File: src/rtl/mri_pkg.sv
package mri_pkg;
  typedef enum logic [1:0] {
    ST_IDLE, ST_FETCH_HI, ST_FETCH_DISP, ST_EXEC
  } mri_state_e;

  // opcode values decoded from bits 7:4 of the field halfword
  typedef enum logic [3:0] {
    OP_STORE  = 4'h2,
    OP_JSR    = 4'h3,
    OP_LOADCC = 4'h4,
    OP_LOAD   = 4'h5,
    OP_LEACC  = 4'h6,
    OP_LEA    = 4'h7
  } mri_op_e;

  typedef struct packed {
    logic [3:0] dst;
    logic [3:0] op;
    logic [3:0] x;
    logic       legal;
  } mri_dec_t;

  localparam logic [3:0] LONG_PREFIX = 4'hF;
endpackage

File: src/rtl/mri_decode.sv
module mri_decode
  import mri_pkg::*;
(
  input  logic [15:0] hw_i,
  output mri_dec_t    dec_o
);
  logic known;

  always_comb begin
    unique case (hw_i[7:4])
      OP_STORE, OP_JSR, OP_LOADCC, OP_LOAD, OP_LEACC, OP_LEA: known = 1'b1;
      default: known = 1'b0;
    endcase
    dec_o.dst   = hw_i[11:8];
    dec_o.op    = hw_i[7:4];
    dec_o.x     = hw_i[3:0];
    dec_o.legal = (hw_i[15:12] == LONG_PREFIX) && known;
  end
endmodule

File: src/rtl/mri_ea_unit.sv
module mri_ea_unit #(
  parameter int unsigned XLEN = 32,
  parameter int unsigned DW   = 16
) (
  input  logic [XLEN-1:0] base_i,
  input  logic [DW-1:0]   disp_i,
  input  logic [XLEN-1:0] ld_data_i,
  output logic [XLEN-1:0] ea_o,
  output logic [3:0]      add_flags_o,
  output logic [3:0]      ld_flags_o
);
  localparam int unsigned NBYTES = XLEN / 8;

  logic [XLEN-1:0] disp_ext;
  logic [XLEN:0]   sum;
  logic [NBYTES-1:0] zb;
  logic ovf;

  assign disp_ext = {{(XLEN-DW){disp_i[DW-1]}}, disp_i};
  assign sum      = {1'b0, base_i} + {1'b0, disp_ext};
  assign ea_o     = sum[XLEN-1:0];
  assign ovf      = (base_i[XLEN-1] == disp_ext[XLEN-1]) &&
                    (sum[XLEN-1] != base_i[XLEN-1]);
  assign add_flags_o = {sum[XLEN-1], (sum[XLEN-1:0] == '0), ovf, sum[XLEN]};

  for (genvar i = 0; i < NBYTES; i++) begin : g_zb
    assign zb[i] = (ld_data_i[8*i +: 8] == 8'd0);
  end

  assign ld_flags_o = {ld_data_i[XLEN-1], (ld_data_i == '0), 1'b0, |zb};
endmodule

File: src/rtl/mri_regfile.sv
module mri_regfile #(
  parameter int unsigned XLEN = 32,
  parameter int unsigned NREG = 16,
  localparam int unsigned AW  = $clog2(NREG)
) (
  input  logic            clk_i,
  input  logic            rst_ni,
  input  logic            we_i,
  input  logic [AW-1:0]   waddr_i,
  input  logic [XLEN-1:0] wdata_i,
  input  logic [AW-1:0]   raddr_a_i,
  input  logic [AW-1:0]   raddr_b_i,
  output logic [XLEN-1:0] rdata_a_o,
  output logic [XLEN-1:0] rdata_b_o
);
  // index 0 has no storage
  logic [XLEN-1:0] regs_q [1:NREG-1];

  always_ff @(posedge clk_i or negedge rst_ni) begin
    if (!rst_ni) begin
      for (int i = 1; i < NREG; i++) regs_q[i] <= '0;
    end else if (we_i && (waddr_i != '0)) begin
      regs_q[waddr_i] <= wdata_i;
    end
  end

  assign rdata_a_o = (raddr_a_i == '0) ? '0 : regs_q[raddr_a_i];
  assign rdata_b_o = (raddr_b_i == '0) ? '0 : regs_q[raddr_b_i];
endmodule

File: src/rtl/mri_exec_unit.sv
module mri_exec_unit
  import mri_pkg::*;
#(
  parameter int unsigned XLEN     = 32,
  parameter int unsigned HW       = 16,
  parameter int unsigned NREG     = 16,
  parameter int unsigned RESET_PC = 0
) (
  input  logic            clk_i,
  input  logic            rst_ni,
  input  logic            start_i,
  output logic            ifetch_req_o,
  output logic [XLEN-1:0] ifetch_addr_o,
  input  logic [HW-1:0]   ifetch_data_i,
  output logic            mem_req_o,
  output logic            mem_we_o,
  output logic [XLEN-1:0] mem_addr_o,
  output logic [XLEN-1:0] mem_wdata_o,
  input  logic [XLEN-1:0] mem_rdata_i,
  output logic [XLEN-1:0] pc_o,
  output logic [3:0]      flags_o,
  output logic            done_o,
  output logic            illegal_o
);
  localparam int unsigned RIDX  = $clog2(NREG);
  localparam int unsigned ALIGN = $clog2(XLEN / 8);
  localparam logic [XLEN-1:0] PC_STEP = XLEN'(HW / 8);

  mri_state_e      state_q, state_d;
  logic [HW-1:0]   ir_q, disp_q;
  logic [XLEN-1:0] pc_q, pc_d;
  logic [3:0]      flags_q, flags_d;
  logic            done_q, illegal_q;

  mri_dec_t        dec;
  logic [XLEN-1:0] rd_base, rd_src, base, ea;
  logic [3:0]      add_flags, ld_flags;
  logic            in_exec, ok, rf_we;
  logic [XLEN-1:0] rf_wdata;

  mri_decode u_decode (.hw_i(ir_q), .dec_o(dec));

  mri_regfile #(.XLEN(XLEN), .NREG(NREG)) u_regfile (
    .clk_i, .rst_ni,
    .we_i      (rf_we),
    .waddr_i   (dec.dst[RIDX-1:0]),
    .wdata_i   (rf_wdata),
    .raddr_a_i (dec.x[RIDX-1:0]),
    .raddr_b_i (dec.dst[RIDX-1:0]),
    .rdata_a_o (rd_base),
    .rdata_b_o (rd_src)
  );

  assign base = (dec.x == '0) ? pc_q : rd_base;

  mri_ea_unit #(.XLEN(XLEN), .DW(HW)) u_ea (
    .base_i      (base),
    .disp_i      (disp_q),
    .ld_data_i   (mem_rdata_i),
    .ea_o        (ea),
    .add_flags_o (add_flags),
    .ld_flags_o  (ld_flags)
  );

  assign in_exec = (state_q == ST_EXEC);
  assign ok      = in_exec && dec.legal;

  always_comb begin
    rf_we     = 1'b0;
    rf_wdata  = ea;
    mem_req_o = 1'b0;
    mem_we_o  = 1'b0;
    pc_d      = pc_q;
    flags_d   = flags_q;
    state_d   = state_q;
    unique case (state_q)
      ST_IDLE:       if (start_i) state_d = ST_FETCH_HI;
      ST_FETCH_HI:   begin pc_d = pc_q + PC_STEP; state_d = ST_FETCH_DISP; end
      ST_FETCH_DISP: begin pc_d = pc_q + PC_STEP; state_d = ST_EXEC; end
      ST_EXEC: begin
        state_d = ST_IDLE;
        if (ok) begin
          unique case (dec.op)
            OP_LEA:   rf_we = (dec.dst != '0);
            OP_LEACC: begin rf_we = (dec.dst != '0); flags_d = add_flags; end
            OP_LOAD: begin
              mem_req_o = 1'b1;
              rf_wdata  = mem_rdata_i;
              rf_we     = (dec.dst != '0);
              if (dec.dst == '0) pc_d = mem_rdata_i;
            end
            OP_LOADCC: begin
              mem_req_o = 1'b1;
              rf_wdata  = mem_rdata_i;
              rf_we     = (dec.dst != '0);
              flags_d   = ld_flags;
            end
            OP_JSR: begin
              rf_wdata = pc_q;
              rf_we    = (dec.dst != '0);
              pc_d     = ea;
            end
            OP_STORE: begin mem_req_o = 1'b1; mem_we_o = 1'b1; end
            default: ;
          endcase
        end
      end
      default: state_d = ST_IDLE;
    endcase
  end

  always_ff @(posedge clk_i or negedge rst_ni) begin
    if (!rst_ni) begin
      state_q   <= ST_IDLE;
      ir_q      <= '0;
      disp_q    <= '0;
      pc_q      <= XLEN'(RESET_PC);
      flags_q   <= '0;
      done_q    <= 1'b0;
      illegal_q <= 1'b0;
    end else begin
      state_q   <= state_d;
      pc_q      <= pc_d;
      flags_q   <= flags_d;
      done_q    <= in_exec;
      illegal_q <= in_exec && !dec.legal;
      if (state_q == ST_FETCH_HI)   ir_q   <= ifetch_data_i;
      if (state_q == ST_FETCH_DISP) disp_q <= ifetch_data_i;
    end
  end

  assign ifetch_req_o  = (state_q == ST_FETCH_HI) || (state_q == ST_FETCH_DISP);
  assign ifetch_addr_o = pc_q;
  assign mem_addr_o    = {ea[XLEN-1:ALIGN], {ALIGN{1'b0}}};
  assign mem_wdata_o   = rd_src;
  assign pc_o          = pc_q;
  assign flags_o       = flags_q;
  assign done_o        = done_q;
  assign illegal_o     = illegal_q;

  p_done_pulse_r1: assert property (@(posedge clk_i) disable iff (!rst_ni)
    done_o |=> !done_o);
  p_exec_to_done_r1: assert property (@(posedge clk_i) disable iff (!rst_ni)
    in_exec |=> done_o);
  p_pc_step_r1: assert property (@(posedge clk_i) disable iff (!rst_ni)
    (state_q == ST_FETCH_HI) |=> (pc_q == $past(pc_q) + PC_STEP));
  p_fetch_no_mem_r1: assert property (@(posedge clk_i) disable iff (!rst_ni)
    ifetch_req_o |-> !mem_req_o);
  p_illegal_quiet_r11: assert property (@(posedge clk_i) disable iff (!rst_ni)
    (in_exec && !dec.legal) |=> (illegal_o && $stable(flags_o)));
  p_word_access_r10: assert property (@(posedge clk_i) disable iff (!rst_ni)
    mem_req_o |-> (mem_addr_o[1:0] == 2'b00));
endmodule

File: config.mk
export PLATFORM = sky130hd
export DESIGN_NAME = mri_exec_unit
export DESIGN_NICKNAME = d
export VERILOG_FILES = /design/src/rtl/mri_pkg.sv /design/src/rtl/mri_decode.sv /design/src/rtl/mri_ea_unit.sv /design/src/rtl/mri_regfile.sv /design/src/rtl/mri_exec_unit.sv
export SDC_FILE = /design/constraint.sdc
export NUM_CORES = 2
export LEC_CHECK = 0
export CAP_MARGIN = 20
export CORE_UTILIZATION = 40
export CTS_CLUSTER_DIAMETER = 80
export DETAILED_ROUTE_END_ITERATION = 7
export DONT_BUFFER_PORTS = 1
export PLACE_DENSITY = 0.64
export SYNTH_ARGS = -nofsm -noshare
export SYNTH_HDL_FRONTEND = slang
export SYNTH_SLANG_ARGS = --single-unit
File: constraint.sdc
create_clock -name clk_i -period 16.4 [get_ports clk_i]
set_clock_uncertainty 0.1 [all_clocks]
set_input_delay 0.82 -clock clk_i [delete_from_list [all_inputs] [get_ports clk_i]]
set_output_delay 0.82 -clock clk_i [all_outputs]
set_load 0.05 [all_outputs]
==> impl_results.md <==
* Outcome: finished, final reports clean
* Slew Viols, Final at 0
* Final setup vio count at 0
* Ys flop type: dfrtp_1
* Flops & latches, synth at 552
* CP Data Required Time at 15.48 ns
* Residual DRC at 0
* Register area at 13800 sq um
* Async SR Flop Fraction at 100%
* Post-route ant nets at 0
* Filler cell count at 7170
* Core area at 77500 sq um
* First-pass GRT wire length at 147 mm
* # IOs at 188
* Multi-input gate area at 16100 sq um
* Initial antenna violation count at 1
* Final core occ at 44.1%
* Mapped Avg Cell Area at 10.4 sq um
* Vias at 24100
* Initial DRC count at 2240
* Synth Warn # at 0
* RSZ-0062 raised after global routing: no
* TNS Setup at 0 ns
* Max Cap Viol at 0
* Num rows at 102
* CP endpoint kind: output pin
* Max Clk Rate at 117 MHz
* Reg2reg start: ir_q[0]
* Worst skew pair latency at 0.64 ns
* Die Height at 282 um
* Port bufs at 0
* Starting Density at 40.4%
* Post-synthesis sequential area ratio at 44.2%
* Clk Tree Root Cell: clkbuf_16
* Die area at 79300 sq um
* Worst-path fanout max at 54
* Max-slew headroom at 15.6%
* Vias/cell at 6.11
* Drt wl/cell at 24.9 um
* Number of synthesized flops with an enable pin at 0
* CP Launch Type: flop
* Layout area overhead at 9.33%
* WP data arrival at 7.64 ns
* Fin. Hold Viols at 0
* Nets at 2941
* Postcts setup bufs at 0
* Clk sinks at 552
* CTS tree: built
* CTS clk-pin slew, worst paths at 0.07 ns
* Final worst path period share at 52.2%
* Die Wd at 282 um
* Final Critical Period at 8.56 ns
* Fraction of layout cells with a size suffix above 1 at 20.3%
* Xor-xnor portion of the synthesized cell area at 0.892%
* H-tree depth at 2
* CTS Buf Count at 57
* Post-Synth Simple-Gate Area at 11.0%
* Crit path launch: ir_q[0]
* Synth Area in Compound Gates at 15.8%
* Detailed Routing Iterations Pass 1 at 7
* Max Root-Sink Buffers at 3
* Worst Hold Class: in -> reg
* Congestion Overflow GR at 0
* Cells resized by post-CTS repair at 0
* WL final at 97.9 mm
* Synth Area in Adders at 1.58%
* Largest family of logic cells by synthesized area: multiplexers
* Post-synthesis mux area share at 22.0%
* Crit path kind: reg -> out
* Dpl hpwl at 59.1 mm
* Synth Instances at 3001
* Largest net degree at the start of global routing at 553
* Gpl congestion at 0.948
* Slew @ Worst Pin at 1.27 ns
* Post-synth cell types at 69
* Synthesized cell area at 31300 sq um
* Tot GR Track Use at 24.6%
* Vias in the first global route at 23300
* Worst hold start: ifetch_data_i[1]
==> cells by family after synthesis <==
group | after synthesis
AOI/OAI and AO/OA | 842
adders and majority gates | 39
muxes | 356
xor gates and xnor gates | 31
and+or+nand+nor | 842
buffers and inverters | 338
DFF | 552
other | 1
==> cells in the mapped netlist (all sizes together), types with 12 or more instances <==
| cell type | number | area share [%] |
|---|---|---|
| xnor2 | 15 | 0.44 |
| xor2 | 16 | 0.45 |
| nand3 | 27 | 0.43 |
| nor2 | 210 | 2.5 |
| nand4 | 17 | 0.34 |
| mux4 | 255 | 18 |
| nor4 | 13 | 0.28 |
| buf | 82 | 1.5 |
| a21oi | 163 | 2.7 |
| a21o | 29 | 0.70 |
| mux2 | 89 | 3.2 |
| a221oi | 27 | 0.82 |
| nand2 | 504 | 6.0 |
| o211ai | 14 | 0.34 |
| mux2i | 12 | 0.38 |
| clkbuf | 221 | 2.7 |
| nor3 | 17 | 0.29 |
| dfrtp | 552 | 44 |
| o21ai | 480 | 7.8 |
| inv | 35 | 0.42 |
| and3 | 12 | 0.24 |
| a22o | 62 | 1.7 |
| nand2b | 12 | 0.24 |
| ha | 38 | 1.5 |
==> cell type report <==
cell class	instances	share of cell area, %
tap	1040	3.81
clock buffer	82	4.80
multi-input combinational	2112	47.2
sequential	552	40.5
inverter	35	0.384
antenna	1	0.00732
clock inverter	22	0.962
timing repair buffer	93	2.35
==> layout by cell type (no fill, tap or decap), types with 15 or more instances in the layout <==
cell type    n
nand2_1    493
dfrtp_1    544
nand3_1     25
nor3_1      15
ha_1        37
nor2_1     208
inv_1       35
nand4_1     17
buf_4       85
xor2_1      16
mux2_2      89
o21ai_0    460
mux4_2     255
clkbuf_16   58
a221oi_1    24
a22o_1      62
a21o_1      29
a21oi_1    157
==> path summary, 6_finish.rpt <==
kind                                    endpoint  slack, ns  cells after the start
setup / recovery                  mem_addr_o[31]       7.84                     15
hold / removal                         disp_q[1]       0.22                      2
setup reg to reg           u_regfile.regs_q[344]       8.53                     17
hold reg to reg            u_regfile.regs_q[343]       0.40                      2
max in group asynchronous  u_regfile.regs_q[343]      13.67                      4
min in group asynchronous             flags_o[1]       0.59                      2
==> metrics by stage <==
step                      setup slack (ns)  instances  hold WS [ns]  cell area [sq um]
after floorplan                      10.49       3002         0.360              31300
after global placement                8.43       3824         0.372              32100
after detailed placement              8.35       3824         0.386              32100
after CTS                             7.80       3929         0.204              34100
after global routing                  7.47       3937         0.217              34200
final                                 7.84       3937         0.220              34200
==> registers in the layout, indices dropped and copies added (netlist names) <==
signal and cells:
u_regfile.regs_q 480, ifetch_addr_o 32, disp_q 16, ir_q 16, flags_o 4, state_q 2
done_o 1, illegal_o 1
==> worst max-delay path, cell delays in order, from the launching register on <==
cell and delay [ns]:
dfrtp_4 1.09, buf_4 0.77, buf_4 0.74, nor2b_4 0.39
a22o_1 0.33, mux4_2 0.54, a21o_1 0.19, ha_1 0.34
nand2_1 0.07, o31a_1 0.42, a2111oi_4 0.48, nor4_2 0.09
o31a_1 0.33, o21ai_1 0.18, a21oi_2 0.11, xnor2_2 0.83
==> timing repair <==
item	in CTS	in global routing
hold buffers	1	1
hold endpoints to repair	552	35
setup endpoints to repair	0	0
==> metal layers <==
| metal | vias to the layer above | part of all wire (%) | global-route usage, % |
|---|---|---|---|
| met1 | 12200 | 41 | 32.7 |
| met3 | 216 | 8.0 | 4.39 |
| li1 | 10600 | - | - |
| met4 | 0 | 4.1 | 9.77 |
| met5 | - | 0 | 0 |
| met2 | 1078 | 47 | 39.8 |
Power is not shown: default switching activity piles up to over one toggle a cycle in this logic, so the estimate is an artifact.
